### config.mk
export PLATFORM = sky130hd
export DESIGN_NAME = alu8_acc_unit
export DESIGN_NICKNAME = d
export VERILOG_FILES = /design/src/rtl/alu8_pkg.sv /design/src/rtl/alu8_opnd_latch.sv /design/src/rtl/alu8_split_adder.sv /design/src/rtl/alu8_exec.sv /design/src/rtl/alu8_acc_unit.sv
export SDC_FILE = /design/constraint.sdc
export NUM_CORES = 1
export LEC_CHECK = 0
export CORE_MARGIN = 1.5
export CORE_UTILIZATION = 56
export CTS_CLUSTER_SIZE = 40
export DETAILED_ROUTE_END_ITERATION = 7
export PLACE_DENSITY = 0.81
export REMOVE_ABC_BUFFERS = 1
export SLEW_MARGIN = 5
export SYNTH_ARGS = -nofsm -noshare
export SYNTH_HDL_FRONTEND = slang
export SYNTH_SLANG_ARGS = --single-unit
### constraint.sdc
create_clock -name clk -period 5.87 [get_ports clk]
set_input_delay 0.587 -clock clk [delete_from_list [all_inputs] [get_ports clk]]
set_output_delay 0.587 -clock clk [all_outputs]
set_load 0.005 [all_outputs]
### src/rtl/alu8_pkg.sv
package alu8_pkg;

    localparam int OP_W = 4;
    localparam int ST_W = 8;

    // status byte bit positions
    localparam int ST_S  = 7;
    localparam int ST_Z  = 6;
    localparam int ST_AC = 4;
    localparam int ST_P  = 2;
    localparam int ST_CY = 0;

    typedef enum logic [OP_W-1:0] {
        OP_ADD  = 4'd0,
        OP_ADC  = 4'd1,
        OP_SUB  = 4'd2,
        OP_SBB  = 4'd3,
        OP_CMP  = 4'd4,
        OP_INCA = 4'd5,
        OP_DECA = 4'd6,
        OP_AND  = 4'd7,
        OP_OR   = 4'd8,
        OP_XOR  = 4'd9,
        OP_CMA  = 4'd10,
        OP_INCB = 4'd11,
        OP_DECB = 4'd12,
        OP_RSV0 = 4'd13,
        OP_RSV1 = 4'd14,
        OP_RSV2 = 4'd15
    } op_e;

    function automatic logic [ST_W-1:0] pack_status(
        input logic s, input logic z, input logic ac,
        input logic p, input logic cy);
        logic [ST_W-1:0] v;
        v        = '0;
        v[ST_S]  = s;
        v[ST_Z]  = z;
        v[ST_AC] = ac;
        v[ST_P]  = p;
        v[ST_CY] = cy;
        return v;
    endfunction

    function automatic logic is_incdec(input op_e op);
        return (op == OP_INCA) || (op == OP_DECA) ||
               (op == OP_INCB) || (op == OP_DECB);
    endfunction

    function automatic logic is_logic(input op_e op);
        return (op == OP_AND) || (op == OP_OR) || (op == OP_XOR);
    endfunction

    function automatic logic is_reserved(input op_e op);
        return (op == OP_RSV0) || (op == OP_RSV1) || (op == OP_RSV2);
    endfunction

endpackage

### src/rtl/alu8_opnd_latch.sv
module alu8_opnd_latch
    import alu8_pkg::*;
#(
    parameter int WIDTH = 8
) (
    input  logic             clk,
    input  logic             rst_n,
    input  logic             in_valid,
    input  op_e              in_op,
    input  logic [WIDTH-1:0] in_opnd,
    output logic             ex_valid,
    output op_e              ex_op,
    output logic [WIDTH-1:0] ex_opnd
);

    typedef struct packed {
        logic             valid;
        op_e              op;
        logic [WIDTH-1:0] opnd;
    } hold_t;

    hold_t hold_d, hold_q;

    always_comb begin
        hold_d       = hold_q;
        hold_d.valid = in_valid;
        if (in_valid) begin
            hold_d.op   = in_op;
            hold_d.opnd = in_opnd;
        end
    end

    always_ff @(posedge clk or negedge rst_n) begin
        if (!rst_n) begin
            hold_q <= '0;
        end else begin
            hold_q <= hold_d;
        end
    end

    assign ex_valid = hold_q.valid;
    assign ex_op    = hold_q.op;
    assign ex_opnd  = hold_q.opnd;

endmodule

### src/rtl/alu8_split_adder.sv
module alu8_split_adder #(
    parameter int WIDTH = 8
) (
    input  logic [WIDTH-1:0] x,
    input  logic [WIDTH-1:0] y,
    input  logic             cin,
    output logic [WIDTH-1:0] sum,
    output logic             c_half,
    output logic             c_out
);

    localparam int HALF  = WIDTH / 2;
    localparam int UPPER = WIDTH - HALF;

    logic [HALF:0]  lo;
    logic [UPPER:0] hi;

    always_comb begin
        lo = {1'b0, x[HALF-1:0]} + {1'b0, y[HALF-1:0]} + {{HALF{1'b0}}, cin};
        hi = {1'b0, x[WIDTH-1:HALF]} + {1'b0, y[WIDTH-1:HALF]}
           + {{UPPER{1'b0}}, lo[HALF]};
    end

    assign sum    = {hi[UPPER-1:0], lo[HALF-1:0]};
    assign c_half = lo[HALF];
    assign c_out  = hi[UPPER];

endmodule

### src/rtl/alu8_exec.sv
module alu8_exec
    import alu8_pkg::*;
#(
    parameter int WIDTH = 8
) (
    input  op_e              op,
    input  logic [WIDTH-1:0] acc,
    input  logic [WIDTH-1:0] opnd,
    input  logic [ST_W-1:0]  st_in,
    output logic [WIDTH-1:0] res,
    output logic [ST_W-1:0]  st_out,
    output logic             acc_we
);

    logic [WIDTH-1:0] add_x, add_y, add_sum, lg;
    logic             add_ci, is_sub, add_ch, add_co;
    logic             cy_a, ac_a;
    logic             cy_old;

    assign cy_old = st_in[ST_CY];

    function automatic logic even_par(input logic [WIDTH-1:0] v);
        logic acc_p;
        acc_p = 1'b1;
        for (int i = 0; i < WIDTH; i++) begin
            acc_p = acc_p ^ v[i];
        end
        return acc_p;
    endfunction

    // operand steering into the shared adder
    always_comb begin
        add_x  = acc;
        add_y  = opnd;
        add_ci = 1'b0;
        is_sub = 1'b0;
        unique case (op)
            OP_ADC: add_ci = cy_old;
            OP_SUB, OP_CMP: begin
                add_y  = ~opnd;
                add_ci = 1'b1;
                is_sub = 1'b1;
            end
            OP_SBB: begin
                add_y  = ~opnd;
                add_ci = ~cy_old;
                is_sub = 1'b1;
            end
            OP_INCA: begin
                add_y  = '0;
                add_ci = 1'b1;
            end
            OP_DECA: begin
                add_y  = '1;
                is_sub = 1'b1;
            end
            OP_INCB: begin
                add_x  = opnd;
                add_y  = '0;
                add_ci = 1'b1;
            end
            OP_DECB: begin
                add_x  = opnd;
                add_y  = '1;
                is_sub = 1'b1;
            end
            default: ;
        endcase
    end

    alu8_split_adder #(.WIDTH(WIDTH)) adder_i (
        .x      (add_x),
        .y      (add_y),
        .cin    (add_ci),
        .sum    (add_sum),
        .c_half (add_ch),
        .c_out  (add_co)
    );

    // a missing carry in two's complement subtraction means a borrow
    assign cy_a = is_sub ? ~add_co : add_co;
    assign ac_a = is_sub ? ~add_ch : add_ch;

    always_comb begin
        unique case (op)
            OP_AND:  lg = acc & opnd;
            OP_OR:   lg = acc | opnd;
            default: lg = acc ^ opnd;
        endcase
    end

    always_comb begin
        res    = acc;
        st_out = st_in;
        acc_we = 1'b0;
        unique case (op)
            OP_ADD, OP_ADC, OP_SUB, OP_SBB: begin
                res    = add_sum;
                acc_we = 1'b1;
                st_out = pack_status(add_sum[WIDTH-1], add_sum == '0, ac_a,
                                     even_par(add_sum), cy_a);
            end
            OP_CMP: begin
                res    = add_sum;
                st_out = pack_status(add_sum[WIDTH-1], add_sum == '0, ac_a,
                                     even_par(add_sum), cy_a);
            end
            OP_INCA, OP_DECA, OP_INCB, OP_DECB: begin
                res    = add_sum;
                acc_we = (op == OP_INCA) || (op == OP_DECA);
                st_out = pack_status(add_sum[WIDTH-1], add_sum == '0, ac_a,
                                     even_par(add_sum), cy_old);
            end
            OP_AND, OP_OR, OP_XOR: begin
                res    = lg;
                acc_we = 1'b1;
                st_out = pack_status(lg[WIDTH-1], lg == '0, 1'b0,
                                     even_par(lg), 1'b0);
            end
            OP_CMA: begin
                res    = ~acc;
                acc_we = 1'b1;
            end
            default: ;
        endcase
    end

endmodule

### src/rtl/alu8_acc_unit.sv
module alu8_acc_unit
    import alu8_pkg::*;
#(
    parameter int WIDTH = 8
) (
    input  logic             clk,
    input  logic             rst_n,
    input  logic             issue_valid_i,
    input  logic [3:0]       issue_op_i,
    input  logic [WIDTH-1:0] issue_opnd_i,
    output logic [WIDTH-1:0] acc_o,
    output logic [7:0]       status_o,
    output logic [WIDTH-1:0] result_o,
    output logic             done_o
);

    typedef struct packed {
        logic [WIDTH-1:0] acc;
        logic [ST_W-1:0]  status;
        logic [WIDTH-1:0] result;
        logic             done;
    } state_t;

    state_t st_d, st_q;

    logic             ex_valid;
    op_e              ex_op;
    logic [WIDTH-1:0] ex_opnd;
    logic [WIDTH-1:0] ex_res;
    logic [ST_W-1:0]  ex_st;
    logic             ex_we;

    alu8_opnd_latch #(.WIDTH(WIDTH)) latch_i (
        .clk      (clk),
        .rst_n    (rst_n),
        .in_valid (issue_valid_i),
        .in_op    (op_e'(issue_op_i)),
        .in_opnd  (issue_opnd_i),
        .ex_valid (ex_valid),
        .ex_op    (ex_op),
        .ex_opnd  (ex_opnd)
    );

    alu8_exec #(.WIDTH(WIDTH)) exec_i (
        .op     (ex_op),
        .acc    (st_q.acc),
        .opnd   (ex_opnd),
        .st_in  (st_q.status),
        .res    (ex_res),
        .st_out (ex_st),
        .acc_we (ex_we)
    );

    always_comb begin
        st_d      = st_q;
        st_d.done = ex_valid;
        if (ex_valid) begin
            st_d.result = ex_res;
            st_d.status = ex_st;
            if (ex_we) begin
                st_d.acc = ex_res;
            end
        end
    end

    always_ff @(posedge clk or negedge rst_n) begin
        if (!rst_n) begin
            st_q <= '0;
        end else begin
            st_q <= st_d;
        end
    end

    assign acc_o    = st_q.acc;
    assign status_o = st_q.status;
    assign result_o = st_q.result;
    assign done_o   = st_q.done;

    // ---------------------------------------------------------------
    // assertions
    // ---------------------------------------------------------------
    assert_done_follows_R2: assert property (@(posedge clk) disable iff (!rst_n)
        ex_valid |=> done_o);

    assert_cmp_keeps_acc_R5: assert property (@(posedge clk) disable iff (!rst_n)
        (ex_valid && ex_op == OP_CMP) |=> $stable(acc_o));

    assert_unused_zero_R7: assert property (@(posedge clk) disable iff (!rst_n)
        (status_o[5] == 1'b0) && (status_o[3] == 1'b0) && (status_o[1] == 1'b0));

    assert_incdec_carry_R8: assert property (@(posedge clk) disable iff (!rst_n)
        (ex_valid && is_incdec(ex_op)) |=> $stable(status_o[ST_CY]));

    assert_opnd_incdec_acc_R9: assert property (@(posedge clk) disable iff (!rst_n)
        (ex_valid && (ex_op == OP_INCB || ex_op == OP_DECB)) |=> $stable(acc_o));

    assert_logic_clears_R10: assert property (@(posedge clk) disable iff (!rst_n)
        (ex_valid && is_logic(ex_op)) |=> (!status_o[ST_CY] && !status_o[ST_AC]));

    assert_cma_flags_R11: assert property (@(posedge clk) disable iff (!rst_n)
        (ex_valid && ex_op == OP_CMA) |=> $stable(status_o));

    assert_reserved_idle_R12: assert property (@(posedge clk) disable iff (!rst_n)
        (ex_valid && is_reserved(ex_op)) |=> ($stable(acc_o) && $stable(status_o)));

endmodule

# After elaboration in Yosys (flattened, before gate mapping)
# Cells that the tools add are included.
dict set report totals {
  in_bits 15
  elab_cells 79
  register_bits 38
}
dict set report classes {
  addsub 4
  eq_ne 12
  n_mux 10
  reduce_logical 20
  bitwise 25
}
# cell n
set ops {}
lappend ops {{$pmux W8 S3} 3}
lappend ops {{$eq A4 B4 Y1 const B} 5}
lappend ops {{$eq A4 B3 Y1 const B} 4}
lappend ops {{$logic_not A8 Y1} 2}
lappend ops {{$not A8 Y8} 2}
lappend ops {{$pmux W8 S2} 1}
lappend ops {{$xor A1 B1 Y1} 14}
lappend ops {{$add A4 B4 Y5} 2}
lappend ops {{$add A5 B1 Y5} 2}
lappend ops {{$reduce_or A5 Y1} 2}
lappend ops {{$reduce_or A9 Y1} 1}
lappend ops {{$and A8 B8 Y8} 1}
lappend ops {{$eq A4 B2 Y1 const B} 2}
lappend ops {{$mux W8} 1}
lappend ops {{$or A8 B8 Y8} 1}
lappend ops {{$reduce_or A4 Y1} 2}
lappend ops {{$reduce_or A8 Y1} 1}
lappend ops {{$xor A8 B8 Y8} 1}
lappend ops {{$not A1 Y1} 6}
lappend ops {{$reduce_or A2 Y1} 3}
lappend ops {{$reduce_or A3 Y1} 2}
lappend ops {{$eq A4 B1 Y1 const B} 1}
lappend ops {{$logic_not A4 Y1} 1}
lappend ops {{$reduce_and A2 Y1} 2}
lappend ops {{7 further kinds} 9}

# Longest topological paths before layout
# Gate-level depths: netlist of the first run.
dict set report depth {
  depth_word 14
  ltp_mapped 21
  mapped_depth_nobuf 19
}

# Modules after synthesis
# From an unflattened synthesis of the first run, not the netlist that was laid out.
dict set report unflattened {
  hier_cells 358
  hier_area_um2 3414.5
}
# module cells_each instances seq_area_each_um2 area_each_um2
set by_module_without_submodules {}
lappend by_module_without_submodules {alu8_exec 247 1 0.0 1601.5}
lappend by_module_without_submodules {alu8_acc_unit 52 1 625.6 1014.7}
lappend by_module_without_submodules {alu8_opnd_latch 26 1 325.3 509.2}
lappend by_module_without_submodules {alu8_split_adder 33 1 0.0 289.0}

# Worst setup path after synthesis of the first run
# OpenSTA, ideal clock, no wires.
dict set report synth_timing {
  kind {register to register}
  startpoint {register latch_i.hold_q (netlist bit latch_i.ex_op[1])}
  endpoint {register st_q (netlist bit status_o[2])}
  path_stages_with_launch 22
  arrival_time_ns 4.403
  synth_period_minus_slack_ns 4.541
  path_slack_ns 1.329
  required_ns 5.732
  setup_time_ns 0.138
  cell_sequence {dfrtp_1 -> clkbuf_1 -> or2_2 -> clkbuf_1 -> mux2i_1 -> nand2_1 -> clkbuf_1 -> o21ai_0 -> fa_1 -> inv_1 -> fa_1 -> nor2b_1 -> o21ai_0 -> nand2b_1 -> fa_1 -> fa_1 -> xor2_1 -> xnor2_1 -> xnor2_1 -> xnor3_1 -> a22oi_1 -> o31ai_2}
}
dict set report synth_between {
  elab_chain_len 14
  word_cells_on_any_way 47
  classes_between {4 x add/sub; 11 x eq/ne; 5 x mux; 16 x bitwise; 11 x reduce/logical}
}
# item line
set synth_lines {}
lappend synth_lines {{from (decl)} alu8_opnd_latch.sv:22} ;# hold_t hold_d, hold_q;
lappend synth_lines {{from (signal assigned)} alu8_opnd_latch.sv:37} ;# hold_q <= hold_d;
lappend synth_lines {{branches (longest 14 deep; another with $add A4 B4 Y5)} n/a}
lappend synth_lines {{to (signal assigned)} alu8_acc_unit.sv:70} ;# st_q <= st_d;
lappend synth_lines {{to (decl)} alu8_acc_unit.sv:24} ;# state_t st_d, st_q;
# Parallel ways; which one is timed is not known. The select of a mux whose other input is x is not followed.
# A chain may end at the register's enable or synchronous reset.

# Worst setup path in the final report of the first run
# Ends and elaborated chain as after synthesis.

==> impl_metrics.env, run 1 <==
export IMPL_status="finished clean"
export IMPL_cp_arrival_ps=5220
export IMPL_clk_latency_ps=300
export IMPL_min_period_over_period_pct=86.3
export IMPL_ctsHoldBuffers=0
export IMPL_hpwl_um=6080
export IMPL_slew_viol_final=0
export IMPL_yosys_area_top_type="dfrtp_1"
export IMPL_clkSlewWorstSetupHoldPaths_ps=80
export IMPL_setup_viol=0
export IMPL_cts_resized=0
export IMPL_placed_cells=457
export IMPL_critPathMaxFanout=19
export IMPL_multi_input_area_mm2=0.00196
export IMPL_cts_htree_levels=2
export IMPL_cp_common_cell="fa_1"
export IMPL_final_hold_viol_count=0
export IMPL_cts_sinks=35
export IMPL_final_cells=465
export IMPL_ys_seq_area_share_pct=28.5
export IMPL_fin_skew_ps=6.54
export IMPL_ys_seq_elements=35
export IMPL_fin_crit_ps=5060
export IMPL_slew_headroom_pct=47.0
export IMPL_synth_cells=374
export IMPL_nets=437
export IMPL_die_area_mm2=0.00594
export IMPL_portBuffers=36
export IMPL_grt_total_usage_pct=29.3
export IMPL_setup_tns_ps=0
export IMPL_postRouteAntennaNets=0
export IMPL_seqCellArea_um2=876
export IMPL_gp_congestion=0.936
export IMPL_worst_pin_slew_ps=796
export IMPL_grt_pass1_wl_um=13600
export IMPL_vias=2835
export IMPL_wl_per_cell_um=18.0
export IMPL_die_h_um=77.0
export IMPL_antenna_found_initial=0
export IMPL_max_stage_delay_ps=590
export IMPL_drt_iter0_markers=219
export IMPL_synth_cell_types=48
export IMPL_start_util_pct=59.0
export IMPL_synth_edf_count=0
export IMPL_grt_pass1_vias=2571
export IMPL_syn_area_mm2=0.00307
export IMPL_drive_gt1_share_pct=7.09
export IMPL_via_per_inst=6.10
export IMPL_async_reset_ff_share_pct=100
export IMPL_finalWirelength_um=8390
export IMPL_hp_class="in -> async"
export IMPL_io_pins=40
export IMPL_grt_ovfl_total=0
export IMPL_rsz0062_at_grt="no"
export IMPL_synthTopCellsByArea="dfrtp_1 29%, ha_1 9.8%, a21oi_1 6.2%"
export IMPL_cp_start_kind="flop"
export IMPL_cts_path_max_buffers=2
export IMPL_p_per_area_mw_per_mm2=538
export IMPL_synth_warnings=0
export IMPL_dr_pass1_iters=5
export IMPL_p_leak_nw=1.59
export IMPL_post_cts_buffers=0
export IMPL_clockRootBuffer="clkbuf_8"
export IMPL_critical_path_slowest_cell="dfrtp_1"
export IMPL_drc=0
export IMPL_core_mm2=0.00520
export IMPL_die_w_um=77.0
export IMPL_grt_max_degree=36
export IMPL_irDropWorstVdd_mv=0.306
export IMPL_fill_cells=445
export IMPL_cap_violations=0
export IMPL_area_growth_pct=13.7
export IMPL_max_freq_mhz=197
export IMPL_numCtsBuffers=5
export IMPL_critPathRequiredTime_ps=6030
export IMPL_avgSynthCellArea_um2=8.21
export IMPL_endpoint_kind="flop"
export IMPL_synth_flop_cell="dfrtp_1"
export IMPL_cts_tree="built"
export IMPL_cp_cell_sequence="or2_2 -> mux2i_1 -> nand2_1 -> nand2_1 -> o21ai_0 -> fa_1 -> inv_1 -> fa_1 -> nor2b_1 -> o21ai_0 -> nand2b_1 -> fa_1 -> fa_1 -> xnor2_1 -> xor2_1 -> xnor2_1 -> xnor3_1 -> a22oi_1 -> o31ai_2"
export IMPL_row_count=26
export IMPL_antenna_cells=0
export IMPL_critPathKind="reg -> reg"
export IMPL_synth_top_area_share_pct=28.5
cell families after synthesis:
| family | count (synthesis) | synth area share [%] |
|---|---|---|
| AO/OA/AOI/OAI | 126 | 26.2 |
| XOR/XNOR | 15 | 5.62 |
| adder cells (fa/ha/maj) | 28 | 12.4 |
| buffers and inverters | 55 | 7.86 |
| flip-flops | 35 | 28.5 |
| multiplexers | 13 | 4.60 |
| other | 1 | 0.122 |
| AND/OR/NAND/NOR | 101 | 14.6 |
metrics by stage:
step / setup WS, ps / instance area, um^2 / power (mW) / hold WS [ps] / util, %
floorplan: 1160 / 2930 / 1.31 / 291 / -
global placement: 992 / 3410 / 1.67 / 471 / 65.5
detailed placement: 850 / 3410 / 1.69 / 473 / 65.5
CTS: 837 / 3490 / 1.88 / 399 / 67.1
global route: 559 / 3490 / 2.02 / 442 / 67.1
finish: 806 / 3490 / 1.88 / 373 / 67.1
Yosys cell counts (6+ instances only):
cell type,n
nor2_1,47
a21oi_1,38
dfrtp_1,35
o21ai_0,35
nand2_1,30
inv_1,25
ha_1,24
clkbuf_1,19
o22ai_1,10
a221oi_1,9
mux2_2,9
xnor2_1,8
a21o_1,6
a22o_1,6
nand3_1,6
final timing paths:
kind / cells after the start / end / from / slack (ps)
worst max-delay path: 19 / status_o[2] / latch_i.ex_op[1] / 810
worst min-delay path: 1 / latch_i.ex_opnd[1] / rst_n / 370
worst max register to register: 19 / status_o[2] / latch_i.ex_op[1] / 810
worst min register to register: 2 / status_o[7] / status_o[7] / 480
max in group asynchronous: 1 / acc_o[4] / rst_n / 4990
min in group clk: 2 / status_o[7] / status_o[7] / 480
cell usage in the layout (no fill, tap or decap), types with 5 or more instances in the layout:
cell type,netlist,routed
a221oi_1,9,9
xnor2_1,8,8
nand2_1,30,30
nand3_1,6,6
ha_1,24,24
inv_1,25,25
mux2_2,9,9
clkdlybuf4s50_1,0,35
dfrtp_1,35,35
a21o_1,6,6
o21ai_0,35,35
nor2_1,47,47
o22ai_1,10,10
clkbuf_8,0,5
a21oi_1,38,38
a22o_1,6,6
area by class of cell:
class | instances | area share, %
clock buffer | 6 | 2.08
clock inverter | 2 | 0.358
inverter | 26 | 2.79
multi-input combinational | 286 | 56.1
sequential | 35 | 25.1
tap | 70 | 2.51
timing repair buffer | 40 | 11.0
sequential cells by signal, summed over array words and instances (netlist names):
signal / count
latch_i.ex_opnd: 8
latch_i.ex_op: 4
done_o: 1
acc_o: 8
result_o: 8
status_o: 5
latch_i.ex_valid: 1
worst max-delay path, delay by kind of cell, from the launching register on:
family                     cells  cell delay [ps]
buffers and inverters          1               80
xor gates and xnor gates       4              910
AOI/OAI and AO/OA              4              550
and+or+nand+nor                5             1100
muxes                          1              190
adders and majority gates      4             1480
DFF                            1              590
per-layer routing:
metal | wire, um | GRT usage [%] | vias to the layer above
li1 | - | - | 1355
met1 | 3760 | 39.4 | 1354
met2 | 3980 | 48.2 | 109
met3 | 476 | 4.40 | 17
met4 | 160 | 9.45 | 0
met5 | 0 | 0 | -
where the power goes:
group / switching, mW / total (mW) / leakage, nW / internal, mW
logic: 0.598 / 1.26 / 1.14 / 0.666
registers: 0.116 / 0.436 / 0.416 / 0.319
clock network: 0.0945 / 0.177 / 0.0412 / 0.0830
Power figures use the tool's default switching activity.
==> run 2, diff against run 1 <==
- ABC_AREA: unset -> 1
- CORE_MARGIN: 1.5 -> 8
==> impl_metrics.env, run 2 <==
export IMPL_final_hold_viol_count=0
export IMPL_worst_pin_slew_ps=907
export IMPL_drive_gt1_share_pct=6.04
export IMPL_via_per_inst=5.47
export IMPL_min_period_over_period_pct=79.4
export IMPL_synth_common_cells="127 x nand2_1, 51 x inv_1, 41 x o21ai_0"
export IMPL_hp_class="in -> async"
export IMPL_antenna_cells=0
export IMPL_postRouteAntennaNets=0
export IMPL_cap_violations=0
export IMPL_utilization_pct=67.5
export IMPL_endpoint_kind="flop"
export IMPL_yosysMostFrequentCell="nand2_1"
export IMPL_start_util_pct=57.5
export IMPL_core_mm2=0.00507
export IMPL_drc=0
export IMPL_gp_congestion=0.974
export IMPL_synthTopCellsByArea="dfrtp_1 30%, nand2_1 16%, ha_1 10%"
export IMPL_final_common_cell="nand2_1"
export IMPL_clockRootBuffer="clkbuf_8"
export IMPL_vias=2827
export IMPL_ys_seq_area_share_pct=30.0
export IMPL_io_pins=40
export IMPL_hold_ws_ps=374
export IMPL_async_reset_ff_share_pct=100
export IMPL_critPathRequiredTime_ps=6090
export IMPL_synth_warnings=0
export IMPL_dr_pass1_iters=5
export IMPL_area_growth_pct=17.4
export IMPL_grt_pass1_vias=2647
export IMPL_p_per_area_mw_per_mm2=496
export IMPL_cts_tree="built"
export IMPL_max_freq_mhz=214
export IMPL_hpwl_um=5930
export IMPL_fin_skew_ps=6.58
export IMPL_slew_viol_final=0
export IMPL_die_w_um=88.2
export IMPL_critPathKind="reg -> reg"
export IMPL_finalWirelength_um=7990
export IMPL_wl_per_cell_um=15.5
export IMPL_post_cts_buffers=0
export IMPL_cts_path_max_buffers=2
export IMPL_avgSynthCellArea_um2=7.10
export IMPL_top_layer="met4"
export IMPL_die_area_mm2=0.00777
export IMPL_grt_max_degree=36
export IMPL_synth_edf_count=0
export IMPL_status="finished clean"
export IMPL_cts_resized=0
export IMPL_critPathMaxFanout=11
export IMPL_numCtsBuffers=5
export IMPL_drt_iter0_markers=199
export IMPL_nets=489
export IMPL_clk_latency_ps=290
export IMPL_row_count=26
export IMPL_setup_viol=0
export IMPL_p_leak_nw=1.69
export IMPL_synth_cell_types=38
export IMPL_rsz0062_at_grt="no"
export IMPL_setup_tns_ps=0
export IMPL_clkSlewWorstSetupHoldPaths_ps=80
export IMPL_slew_headroom_pct=39.2
export IMPL_grt_total_usage_pct=21.3
export IMPL_cts_htree_levels=2
export IMPL_fin_crit_ps=4660
export IMPL_dr_wl_met2_um=3640
export IMPL_grt_pass1_wl_um=12800
export IMPL_synth_flop_cell="dfrtp_1"
export IMPL_cp_arrival_ps=4890
export IMPL_syn_area_mm2=0.00292
export IMPL_yosys_area_top_type="dfrtp_1"
export IMPL_wl_met3_um=520
export IMPL_synth_top_area_share_pct=30.0
export IMPL_irDropWorstVdd_mv=0.244
export IMPL_cts_sinks=35
export IMPL_final_cell_mix="127 x nand2_1, 51 x inv_1, 41 x o21ai_0"
export IMPL_wl_met1_um=3560
export IMPL_antenna_found_initial=0
export IMPL_portBuffers=36
export IMPL_cp_start_kind="flop"
export IMPL_die_h_um=88.2
export IMPL_grt_ovfl_total=0
export IMPL_synth_cells=411
export IMPL_ctsHoldBuffers=0
export IMPL_ys_seq_elements=35
run 2: cell count changes in the layout (fill, tap and decap cells not counted), sizes merged, moves of 10 or more:
cell	delta
nand2	+101
inv	+30
a21oi	-22
nand3	+12
nor2	-11
a221oi	-10
o22ai	-10
run 2: path summary, 6_finish.rpt:
path                             startpoint                 end  slack, ps  depth (start not counted)
hold / removal                        rst_n         status_o[0]        370                          1
max in group asynchronous             rst_n  latch_i.ex_opnd[3]       4990                          1
setup reg to reg           latch_i.ex_op[0]         status_o[2]       1210                         20
setup / recovery           latch_i.ex_op[0]         status_o[2]       1210                         20
hold reg to reg                 result_o[3]         result_o[3]        490                          2
min in group clk                result_o[3]         result_o[3]        490                          2
run 2: final cells by class:
type                       count  area (um^2)
tap                           70         87.6
clock buffer                   6         82.6
multi-input combinational    312         1770
fill                         456         1650
timing repair buffer          36          355
inverter                      56          213
sequential                    35          876
clock inverter                 2         35.0
run 2: cells by family after synthesis:
group | Yosys count | share of synthesized area [%]
buf+inv | 66 | 9.39
fa+ha+maj | 28 | 13.0
simple gates | 197 | 29.5
other cells | 1 | 0.129
xor+xnor | 7 | 2.10
compound gates | 77 | 15.8
flops | 35 | 30.0
run 2: worst max-delay path, stage by stage, from the launching register on:
cell and delay (ps):
dfrtp_1 430, nor2_2 400, a22oi_1 170, nand2_1 300
nor2_1 70, inv_1 180, o21ai_0 160, fa_1 460
inv_1 90, fa_1 200, o21ai_0 190, fa_1 450
fa_1 420, xor2_1 380, xor2_1 220, nand2_1 90
nand3_1 90, nand3_1 70, nand2_1 70, inv_1 40
a21oi_1 120
run 2: power by group:
part	total [mW]	switching (mW)	internal (mW)
clock network	0.229	0.0918	0.137
logic	1.09	0.633	0.458
registers	0.378	0.0595	0.318
run 2: stage by stage:
step	worst slack, ps	instances	power (mW)	instance area (um^2)
final	1210	517	1.70	3420
after global routing	846	517	1.85	3420
after CTS	1260	517	1.69	3420
after detailed placement	1310	509	1.45	3310
after global placement	1490	509	1.42	3310
after floorplan	1820	403	1.10	2860
run 2: routing by layer:
layer	vias to the layer above	GRT usage, %
li1	1397	-
met2	110	34.5
met5	-	0
met3	23	3.28
met4	0	8.60
met1	1297	27.4
